$ cat config.mk
export PLATFORM = sky130hd
export DESIGN_NAME = nor_erase_seq
export DESIGN_NICKNAME = d
export VERILOG_FILES = /design/src/rtl/nor_erase_pkg.sv /design/src/rtl/nor_byte_shifter.sv /design/src/rtl/nor_range_check.sv /design/src/rtl/nor_erase_seq.sv
export SDC_FILE = /design/constraint.sdc
export NUM_CORES = 1
export LEC_CHECK = 0
export BUFFER_PORTS_ARGS = -buffer_cell sky130_fd_sc_hd__buf_2
export CAP_MARGIN = 20
export CORE_AREA = 2 2 109 111
export CTS_BUF_LIST = sky130_fd_sc_hd__clkbuf_2
export DETAILED_ROUTE_END_ITERATION = 8
export DIE_AREA = 0 0 111 113
export PLACE_DENSITY_LB_ADDON = 0.25
export SYNTH_ARGS = -nofsm -noshare
export SYNTH_HDL_FRONTEND = slang
export SYNTH_SLANG_ARGS = --single-unit
$ cat constraint.sdc
create_clock -name clk -period 7.3 [get_ports clk]
set_clock_uncertainty 0.05 [all_clocks]
set_input_delay 0.365 -clock clk [delete_from_list [all_inputs] [get_ports clk]]
set_output_delay 0.365 -clock clk [all_outputs]
set_load 0.005 [all_outputs]
$ cat src/rtl/nor_erase_pkg.sv
package nor_erase_pkg;

    localparam int ADDR_W = 24;
    localparam int LEN_W  = ADDR_W + 1;

    localparam logic [7:0] OP_STAT     = 8'h05;
    localparam logic [7:0] OP_WREN     = 8'h06;
    localparam logic [7:0] OP_ER_SMALL = 8'h20;
    localparam logic [7:0] OP_ER_BIG   = 8'hD8;

    typedef enum logic [1:0] {
        FR_POLL  = 2'd0,
        FR_WREN  = 2'd1,
        FR_ERASE = 2'd2
    } frame_e;

    typedef enum logic [1:0] {
        ST_IDLE  = 2'd0,
        ST_CHECK = 2'd1,
        ST_FRAME = 2'd2,
        ST_GAP   = 2'd3
    } state_e;

    // Index of the final byte in each frame kind
    function automatic logic [1:0] frame_last(frame_e k);
        case (k)
            FR_POLL: return 2'd1;
            FR_WREN: return 2'd0;
            default: return 2'd3;
        endcase
    endfunction

    // Byte to transmit at position i of a frame
    function automatic logic [7:0] frame_byte(frame_e k, logic [1:0] i,
                                              logic [ADDR_W-1:0] a, logic big);
        logic [7:0] b;
        b = 8'h00;
        case (k)
            FR_POLL: b = (i == 2'd0) ? OP_STAT : 8'h00;
            FR_WREN: b = OP_WREN;
            default: begin
                case (i)
                    2'd0:    b = big ? OP_ER_BIG : OP_ER_SMALL;
                    2'd1:    b = a[23:16];
                    2'd2:    b = a[15:8];
                    default: b = a[7:0];
                endcase
            end
        endcase
        return b;
    endfunction

endpackage

$ cat src/rtl/nor_byte_shifter.sv
module nor_byte_shifter #(
    parameter int HALF = 2
) (
    input  logic       clk,
    input  logic       rst,
    input  logic       start,
    input  logic [7:0] tx,
    output logic [7:0] rx,
    output logic       done,
    output logic       sclk,
    output logic       mosi,
    input  logic       miso
);
    localparam int DW = (HALF > 1) ? $clog2(HALF) : 1;

    logic          active;
    logic [2:0]    bit_q;
    logic [DW-1:0] div_q;
    logic [7:0]    sh_q;

    always_ff @(posedge clk) begin
        if (rst) begin
            active <= 1'b0;
            bit_q  <= '0;
            div_q  <= '0;
            sh_q   <= '0;
            rx     <= '0;
            done   <= 1'b0;
            sclk   <= 1'b0;
        end else begin
            done <= 1'b0;
            if (!active) begin
                if (start) begin
                    active <= 1'b1;
                    sh_q   <= tx;
                    bit_q  <= '0;
                    div_q  <= '0;
                    sclk   <= 1'b0;
                end
            end else if (div_q == DW'(HALF - 1)) begin
                div_q <= '0;
                if (!sclk) begin
                    sclk <= 1'b1;
                    rx   <= {rx[6:0], miso};
                end else begin
                    sclk <= 1'b0;
                    if (bit_q == 3'd7) begin
                        active <= 1'b0;
                        done   <= 1'b1;
                    end else begin
                        bit_q <= bit_q + 1'b1;
                        sh_q  <= {sh_q[6:0], 1'b0};
                    end
                end
            end else begin
                div_q <= div_q + 1'b1;
            end
        end
    end

    assign mosi = sh_q[7];


    sclk_quiet_chk: assert property (@(posedge clk) disable iff (rst)
        !active |-> !sclk);

endmodule

$ cat src/rtl/nor_range_check.sv
module nor_range_check
    import nor_erase_pkg::*;
#(
    parameter int DEV_LOG2   = 20,
    parameter int SECT_LOG2  = 16,
    parameter int SMALL_LOG2 = 12
) (
    input  logic [ADDR_W-1:0] start,
    input  logic [LEN_W-1:0]  len,
    input  logic              big,
    output logic              ok,
    output logic              empty
);
    localparam logic [LEN_W:0]   DEV_BYTES  = (LEN_W+1)'(1) << DEV_LOG2;
    localparam logic [LEN_W-1:0] SECT_MASK  = (LEN_W'(1) << SECT_LOG2) - 1'b1;
    localparam logic [LEN_W-1:0] SMALL_MASK = (LEN_W'(1) << SMALL_LOG2) - 1'b1;

    logic [LEN_W:0]   end_sum;
    logic [LEN_W-1:0] mask;
    logic             misaligned;

    always_comb begin
        end_sum    = {2'b00, start} + {1'b0, len};
        mask       = big ? SECT_MASK : SMALL_MASK;
        misaligned = ((({1'b0, start}) | len) & mask) != '0;
        ok         = !misaligned && (end_sum <= DEV_BYTES);
        empty      = (len == '0);
    end

endmodule

$ cat src/rtl/nor_erase_seq.sv
module nor_erase_seq
    import nor_erase_pkg::*;
#(
    parameter int DEV_LOG2   = 20,
    parameter int SECT_LOG2  = 16,
    parameter int SMALL_LOG2 = 12,
    parameter int POLL_LIMIT = 100000,
    parameter int SCLK_HALF  = 2
) (
    input  logic              clk,
    input  logic              rst,
    input  logic              go,
    input  logic [ADDR_W-1:0] start_addr,
    input  logic [LEN_W-1:0]  byte_len,
    input  logic              big_unit,
    output logic              busy,
    output logic              done,
    output logic              err,
    output logic              spi_sclk,
    output logic              spi_cs_n,
    output logic              spi_mosi,
    input  logic              spi_miso
);
    localparam int PW      = $clog2(POLL_LIMIT + 1);
    localparam int GAP_CYC = 4 * SCLK_HALF;
    localparam int GW      = $clog2(GAP_CYC + 1);

    state_e            state;
    frame_e            kind;
    logic [1:0]        idx;
    logic              inflight;
    logic [ADDR_W-1:0] cur_addr;
    logic [LEN_W-1:0]  left;
    logic              big_q;
    logic [PW-1:0]     poll_cnt;
    logic [GW-1:0]     gap_cnt;
    logic              wip_q;
    logic              sh_start;
    logic              sh_done;
    logic [7:0]        sh_rx;
    logic              cs_n_q;
    logic              rng_ok;
    logic              rng_empty;
    logic [LEN_W-1:0]  unit_len;
    logic              unused_rx;

    assign unit_len  = big_q ? (LEN_W'(1) << SECT_LOG2) : (LEN_W'(1) << SMALL_LOG2);
    assign spi_cs_n  = cs_n_q;
    assign unused_rx = ^sh_rx[7:1];

    nor_range_check #(
        .DEV_LOG2  (DEV_LOG2),
        .SECT_LOG2 (SECT_LOG2),
        .SMALL_LOG2(SMALL_LOG2)
    ) u_rng (
        .start(cur_addr),
        .len  (left),
        .big  (big_q),
        .ok   (rng_ok),
        .empty(rng_empty)
    );

    nor_byte_shifter #(.HALF(SCLK_HALF)) u_shift (
        .clk  (clk),
        .rst  (rst),
        .start(sh_start),
        .tx   (frame_byte(kind, idx, cur_addr, big_q)),
        .rx   (sh_rx),
        .done (sh_done),
        .sclk (spi_sclk),
        .mosi (spi_mosi),
        .miso (spi_miso)
    );

    always_ff @(posedge clk) begin
        if (rst) begin
            state    <= ST_IDLE;
            kind     <= FR_POLL;
            idx      <= '0;
            inflight <= 1'b0;
            cur_addr <= '0;
            left     <= '0;
            big_q    <= 1'b0;
            poll_cnt <= '0;
            gap_cnt  <= '0;
            wip_q    <= 1'b0;
            sh_start <= 1'b0;
            cs_n_q   <= 1'b1;
            busy     <= 1'b0;
            done     <= 1'b0;
            err      <= 1'b0;
        end else begin
            done     <= 1'b0;
            err      <= 1'b0;
            sh_start <= 1'b0;
            case (state)
                ST_IDLE: begin
                    if (go) begin
                        cur_addr <= start_addr;
                        left     <= byte_len;
                        big_q    <= big_unit;
                        busy     <= 1'b1;
                        state    <= ST_CHECK;
                    end
                end
                ST_CHECK: begin
                    if (!rng_ok) begin
                        err   <= 1'b1;
                        busy  <= 1'b0;
                        state <= ST_IDLE;
                    end else if (rng_empty) begin
                        done  <= 1'b1;
                        busy  <= 1'b0;
                        state <= ST_IDLE;
                    end else begin
                        kind     <= FR_POLL;
                        poll_cnt <= '0;
                        idx      <= '0;
                        inflight <= 1'b0;
                        cs_n_q   <= 1'b0;
                        state    <= ST_FRAME;
                    end
                end
                ST_FRAME: begin
                    if (!inflight) begin
                        sh_start <= 1'b1;
                        inflight <= 1'b1;
                    end else if (sh_done) begin
                        inflight <= 1'b0;
                        if (idx == frame_last(kind)) begin
                            cs_n_q  <= 1'b1;
                            gap_cnt <= '0;
                            state   <= ST_GAP;
                            if (kind == FR_POLL) begin
                                wip_q    <= sh_rx[0];
                                poll_cnt <= poll_cnt + 1'b1;
                            end
                        end else begin
                            idx <= idx + 1'b1;
                        end
                    end
                end
                default: begin
                    if (gap_cnt != GW'(GAP_CYC - 1)) begin
                        gap_cnt <= gap_cnt + 1'b1;
                    end else begin
                        idx <= '0;
                        case (kind)
                            FR_POLL: begin
                                if (wip_q && poll_cnt == PW'(POLL_LIMIT)) begin
                                    err   <= 1'b1;
                                    busy  <= 1'b0;
                                    state <= ST_IDLE;
                                end else begin
                                    if (!wip_q) kind <= FR_WREN;
                                    cs_n_q <= 1'b0;
                                    state  <= ST_FRAME;
                                end
                            end
                            FR_WREN: begin
                                kind   <= FR_ERASE;
                                cs_n_q <= 1'b0;
                                state  <= ST_FRAME;
                            end
                            default: begin
                                cur_addr <= cur_addr + unit_len[ADDR_W-1:0];
                                left     <= left - unit_len;
                                if (left == unit_len) begin
                                    done  <= 1'b1;
                                    busy  <= 1'b0;
                                    state <= ST_IDLE;
                                end else begin
                                    kind     <= FR_POLL;
                                    poll_cnt <= '0;
                                    cs_n_q   <= 1'b0;
                                    state    <= ST_FRAME;
                                end
                            end
                        endcase
                    end
                end
            endcase
        end
    end

    // ---------------- checks ----------------
    frame_e        prev_kind;
    logic [GW-1:0] hi_cnt;

    always_ff @(posedge clk) begin
        if (rst) begin
            prev_kind <= FR_POLL;
            hi_cnt    <= GW'(GAP_CYC);
        end else begin
            if (state == ST_GAP && gap_cnt == GW'(GAP_CYC - 1)) prev_kind <= kind;
            if (!spi_cs_n)                 hi_cnt <= '0;
            else if (hi_cnt != GW'(GAP_CYC)) hi_cnt <= hi_cnt + 1'b1;
        end
    end


    pulse_excl_chk: assert property (@(posedge clk) disable iff (rst)
        !(done && err));


    pulse_idle_chk: assert property (@(posedge clk) disable iff (rst)
        (done || err) |-> !busy);


    busy_end_chk: assert property (@(posedge clk) disable iff (rst)
        busy |=> (busy || done || err));


    done_single_chk: assert property (@(posedge clk) disable iff (rst)
        (done || err) |=> !(done || err));


    check_quiet_chk: assert property (@(posedge clk) disable iff (rst)
        (state == ST_CHECK) |-> spi_cs_n);


    wren_after_idle_chk: assert property (@(posedge clk) disable iff (rst)
        (state == ST_FRAME && kind == FR_WREN) |-> !wip_q);


    wren_first_chk: assert property (@(posedge clk) disable iff (rst)
        (state == ST_FRAME && kind == FR_ERASE) |-> prev_kind == FR_WREN);


    poll_cap_chk: assert property (@(posedge clk) disable iff (rst)
        poll_cnt <= PW'(POLL_LIMIT));


    go_hold_chk: assert property (@(posedge clk) disable iff (rst)
        (busy && go) |=> $stable(big_q));


    cs_gap_chk: assert property (@(posedge clk) disable iff (rst)
        $fell(spi_cs_n) |-> hi_cnt >= GW'(GAP_CYC));

endmodule

**After elaboration in Yosys (flattened, before gate mapping)**

Index checks and enable logic that the tools add are counted.

- Output and inout port bits: 6
- Register bits: 100

- Add/sub/neg operators: 8
- Bitwise operators: 10
- Order comparisons: 1
- Mux-type cells: 113
- Eq/ne operators: 37
- Reductions and logical operators: 32

Operator list:

| cell | number |
|---|---|
| $mux 17 | 10 |
| $mux 25 | 3 |
| $mux 24 | 3 |
| $pmux 17 s3 | 1 |
| $pmux 25 s2 | 1 |
| $mux 8 | 6 |
| $pmux 24 s2 | 1 |
| $mux 2 | 23 |
| $mux 1 | 38 |
| $add 24x25->26 | 1 |
| $le 26x21->1 const B | 1 |
| $and 25x25->25 | 1 |
| $eq 25x17->1 | 1 |
| $logic_not 25->1 | 1 |
| $or 24x25->25 | 1 |
| $reduce_bool 25->1 | 1 |
| $sub 25x17->25 | 1 |
| $add 24x17->24 | 1 |
| $pmux 8 s3 | 1 |
| $reduce_and 7->1 | 3 |
| $mux 3 | 6 |
| $ne 2x2->1 const B | 9 |
| $add 17x1->17 const B | 1 |
| $eq 17x17->1 const B | 1 |
| other kinds (38) | 85 |

**Depth between registers and ports, before layout**

- Depth after elaboration: 11
- Gate-level depth with buffers: 14
- Mapped depth without buffers: 12

**Cells and area by module**

A second synthesis with hierarchy kept.

- Cells, all modules: 980
- Area total of the unflattened synthesis: 7629.8 sq um

By module, submodules not included:

| module | instances | seq. area each (sq um) | cells an instance | area an instance (sq um) |
|---|---|---|---|---|
| nor_erase_seq | 1 | 1681.6 | 604 | 4668.2 |
| nor_range_check | 1 | 0.0 | 281 | 1985.7 |
| nor_byte_shifter | 1 | 460.4 | 95 | 975.9 |

**Least setup slack after synthesis**

OpenSTA, ideal clock, no wires.

- Path kind: reg2reg
- From: reg cur_addr[0]
- To: reg cs_n_q (netlist: spi_cs_n)
- Library setup time: 0.120 ns
- Cell stages (with the launch flop): 13
- Data required time: 7.130 ns
- Arrival time: 3.117 ns
- Period minus slack after synthesis: 3.287 ns
- Buffers on the path: 0
- Path slack: 4.013 ns
- Cell sequence: dfxtp_1 -> ha_1 -> fa_1 -> a21o_1 -> a221oi_2 -> o311ai_1 -> a211oi_1 -> a21oi_1 -> o31ai_1 -> nand4_1 -> o31ai_4 -> o2111ai_1 -> a211o_1

- Cells in the longest elaborated chain, start to end: 7

RTL lines:

| item | line | text |
|---|---|---|
| start, declared | nor_erase_seq.sv:32 | `logic [ADDR_W-1:0] cur_addr;` |
| start signal, assigned | nor_erase_seq.sv:99 | `cur_addr <= start_addr;` |
| start signal, assigned | nor_erase_seq.sv:166 | `cur_addr <= cur_addr + unit_len[ADDR_W-1:0];` |
| branches (longest 4 deep; another with $add 24x25->26) | -- |  |
| $logic_and 1x1->1 * | nor_range_check.sv:26 | `ok = !misaligned && (end_sum <= DEV_BYTES);` |
| $ne 2x2->1 (no source line) * | -- |  |
| $reduce_and 9->1 (no source line) * | -- |  |
| end signal, assigned | nor_erase_seq.sv:88 | `cs_n_q <= 1'b1;` |
| end signal, assigned | nor_erase_seq.sv:120 | `cs_n_q <= 1'b0;` |
| end signal, assigned | nor_erase_seq.sv:131 | `cs_n_q <= 1'b1;` |
| end, declared | nor_erase_seq.sv:41 | `logic cs_n_q;` |

Every way passes the cells marked *.
A chain may end at the register's enable or synchronous reset.

**Worst setup path in the final report**

- From: reg cur_addr[14]
- To: reg poll_cnt[4]

- Cells in the longest elaborated chain, start to end: 7

RTL lines:

| item | line | text |
|---|---|---|
| branches (longest 4 deep; another with $add 24x25->26) | -- |  |
| $logic_and 1x1->1 * | nor_range_check.sv:26 |  |
| $ne 2x2->1 (no source line) * | -- |  |
| $reduce_and 10->1 (no source line) * | -- |  |
| end signal, assigned | nor_erase_seq.sv:136 | `poll_cnt <= poll_cnt + 1'b1;` |
| end, declared | nor_erase_seq.sv:35 | `logic [PW-1:0] poll_cnt;` |

Marks and branches as above.

==> impl_metrics.py <==
metrics = {
    "global_routing": {
        "grt_pass1_wl_mm": 34.1,
        "grt_max_degree": 81,
        "track_usage_pct": 33.1,
        "antenna_found_initial": 0,
        "grt_overflow": 0,
        "grt_pass1_vias": 6857,
    },
    "cells_and_area": {
        "antenna_cells": 0,
        "drive_gt1_share_pct": 10.6,
        "multi_input_area_um2": 4750,
        "design_area_um2": 7970,
        "regArea_um2": 2000,
        "final_cell_mix": "112 x nand2_1, 107 x nor2_1, 100 x dfxtp_1",
        "n_fill_cell": 956,
        "mostFrequentLayoutCell": "nand2_1",
        "syn_to_final_growth_pct": 10.8,
        "nNetsFinal": 1141,
    },
    "critical_path": {
        "start_kind": "flop",
        "worstSetupStartpoint": "cur_addr[14]",
        "slowest_delay_ps": 730,
        "arrival_ps": 4710,
        "path_cells": "inv_1 -> ha_1 -> a21oi_1 -> o21ai_1 -> a2111o_1 -> nor4_1 -> nand4_1 -> nor3_1 -> a31oi_1 -> o31ai_4 -> nand2_2 -> o31ai_1",
        "endpoint_kind": "flop",
        "r2r-start": "cur_addr[14]",
        "required_ps": 7780,
        "crit_slowest_cell": "o31ai_4",
        "worstSetupPathType": "flop to flop",
        "critPathMaxFanout": 16,
    },
    "timing": {
        "fin_crit_ps": 4230,
        "slew_viol_final": 0,
        "timing.hold.ws_ps": 34.4,
        "max_slew_margin_pct": 30.2,
        "period_share_pct": 57.9,
        "setup_viol_count_final": 0,
        "finalSetupTns_ps": 0,
        "tightest_slew_ps": 1050,
        "rsz0062_at_grt": "false",
        "max_freq_ghz": 0.236,
        "hold_viol": 0,
    },
    "route": {
        "vias": 7447,
        "wirelength_mm": 21.0,
        "first_iter_violations": 824,
        "vias_per_cell": 6.34,
        "firstDrtPassIters": 5,
        "remaining_drc_errors": 0,
        "wl_per_cell_um": 17.8,
        "postRouteAntennaNets": 0,
    },
    "clock_network": {
        "cts.sinks": 100,
        "cts_buffers": 9,
        "clk_latency_ps": 620,
        "root_buffer": "clkbuf_2",
        "cts_resized": 0,
        "htreeDepth": 3,
        "postCtsHoldBufs": 36,
        "clk_pin_slew_ps": 250,
        "post-cts-setup-buffer-count": 0,
        "cts_tree": "yes",
        "clk_path_buf_depth": 2,
    },
    "floorplanning": {
        "dieArea_um2": 12500,
        "row_count": 39,
        "die_w_um": 111,
        "coreArea_um2": 11300,
        "ios": 60,
        "initial_core_util_pct": 63.9,
        "fp.dieH_um": 113,
    },
    "yosys": {
        "synth-edff-count": 0,
        "synth_async_sr_flop_share_pct": 0,
        "synth_top_family_by_area": "compound AO/OA/AOI/OAI gates",
        "synth-main-ff-cell": "dfxtp_1",
        "synth_area_um2": 7200,
        "synth_area_leader_cell": "dfxtp_1",
        "synth-compound-area-share_pct": 26.6,
        "synth.avg_cell_area_um2": 7.44,
        "synth_adder_area_share_pct": 10.5,
        "synthesis.instances": 967,
        "synth_area_leaders": "dfxtp_1 28%, ha_1 10%, a21oi_1 6.9%",
        "yosys_warnings": 0,
        "synth.top_cell.area_share_pct": 27.8,
        "synthMuxAreaShare_pct": 2.14,
        "synth-simple-area-share_pct": 24.2,
        "yosysUniqueCellTypes": 74,
        "ys_ff_latch": 100,
        "synth_seq_area_share_pct": 27.8,
        "syn-num-nets": 1081,
        "synth-xor-area-share_pct": 2.56,
    },
    "worst_hold_path": {
        "hp-class": "primary input to flop",
        "hold_start": "start_addr[19]",
    },
    "place": {
        "dpl-instance-area_um2": 7510,
        "place_hpwl_mm": 14.8,
        "io_buffers": 59,
        "routabilityCongestion": 0.991,
    },
    "flow_run": {
        "max_cap_violations": 0,
    },
    "power_and_ir_drop": {
        "leakage_nw": 3.12,
        "vdd_drop_max_mv": 0.309,
        "power.density_nw_per_um2": 330,
    },
    "run_status": {
        "status": "finished, final reports clean",
    },
}
## final timing paths
| check | cells after the start | slack, ps | endpoint |
|---|---|---|---|
| worst min-delay path | 3 | 30 | cur_addr[19] |
| worst max-delay path | 12 | 3070 | poll_cnt[4] |
| worst min register to register | 2 | 430 | u_shift.sh_q[1] |
| worst max register to register | 12 | 3070 | poll_cnt[4] |
## registers in the layout, summed over array words and instances (netlist names), 2 cells and up
signal,cells
state,2
poll_cnt,17
kind,2
u_shift.bit_q,3
cur_addr,24
gap_cnt,4
idx,2
u_shift.sh_q,8
left,25
## synth_stat cells, drive strengths merged (4+ instances only)
cell type,number
a2111oi,6
o31ai,19
ha,59
xnor2,13
a31oi,4
a211oi,26
nor2,107
nand2,113
nand4,29
a22oi,7
nand3,26
a21oi,102
a221oi,11
dfxtp,100
o21a,9
xor2,8
nor3,28
buf,10
clkbuf,40
nor4,15
nor2b,4
a31o,5
mux2i,12
o21bai,5
and2,12
inv,67
o211ai,10
or2,8
a21o,9
a222oi,6
and3,15
o21ai,38
## worst max-delay path, delay by kind of cell (launching register included)
| kind | cells | cell delay, ps |
|---|---|---|
| fa+ha+maj | 1 | 400 |
| flops | 1 | 530 |
| simple gates | 4 | 960 |
| buf+inv | 1 | 80 |
| compound gates | 6 | 2140 |
## area by class of cell
type	instances	area share, %
Clock inverter	4	0.628
Tap cell	143	2.24
Multi-Input combinational cell	750	59.6
Sequential cell	100	25.1
Inverter	67	3.15
Timing Repair Buffer	99	8.60
Clock buffer	11	0.691
## cell families after synthesis
group                      Yosys count
buffers and inverters              117
adders and majority gates           60
AOI/OAI and AO/OA                  283
muxes                               15
DFF                                100
and+or+nand+nor                    371
xor gates and xnor gates            21
## stage by stage
stage	util [%]	power (W)	std cells	setup slack (ps)
2_1_floorplan	-	0.00194	967	4010
3_3_place_gp	66.6	0.00228	1123	3220
3_5_place_dp	66.6	0.00230	1123	3130
4_1_cts	70.7	0.00259	1174	3150
5_1_grt	70.7	0.00283	1174	2930
6_report	70.7	0.00263	1174	3070
## layer usage
layer | track usage, % | vias to the layer above | part of all wire, %
met5 | 0 | - | 0
met4 | 9.83 | 0 | 2.0
met3 | 5.62 | 41 | 7.6
met2 | 55.1 | 337 | 46
met1 | 44.6 | 3442 | 44
li1 | - | 3627 | -
## where the power goes
group	switching, W	total (W)	internal, W
Sequential	0.000157	0.000810	0.000653
Clock	0.000189	0.000269	0.0000801
Combinational	0.000969	0.00155	0.000583
Power figures use the tool's default switching activity.
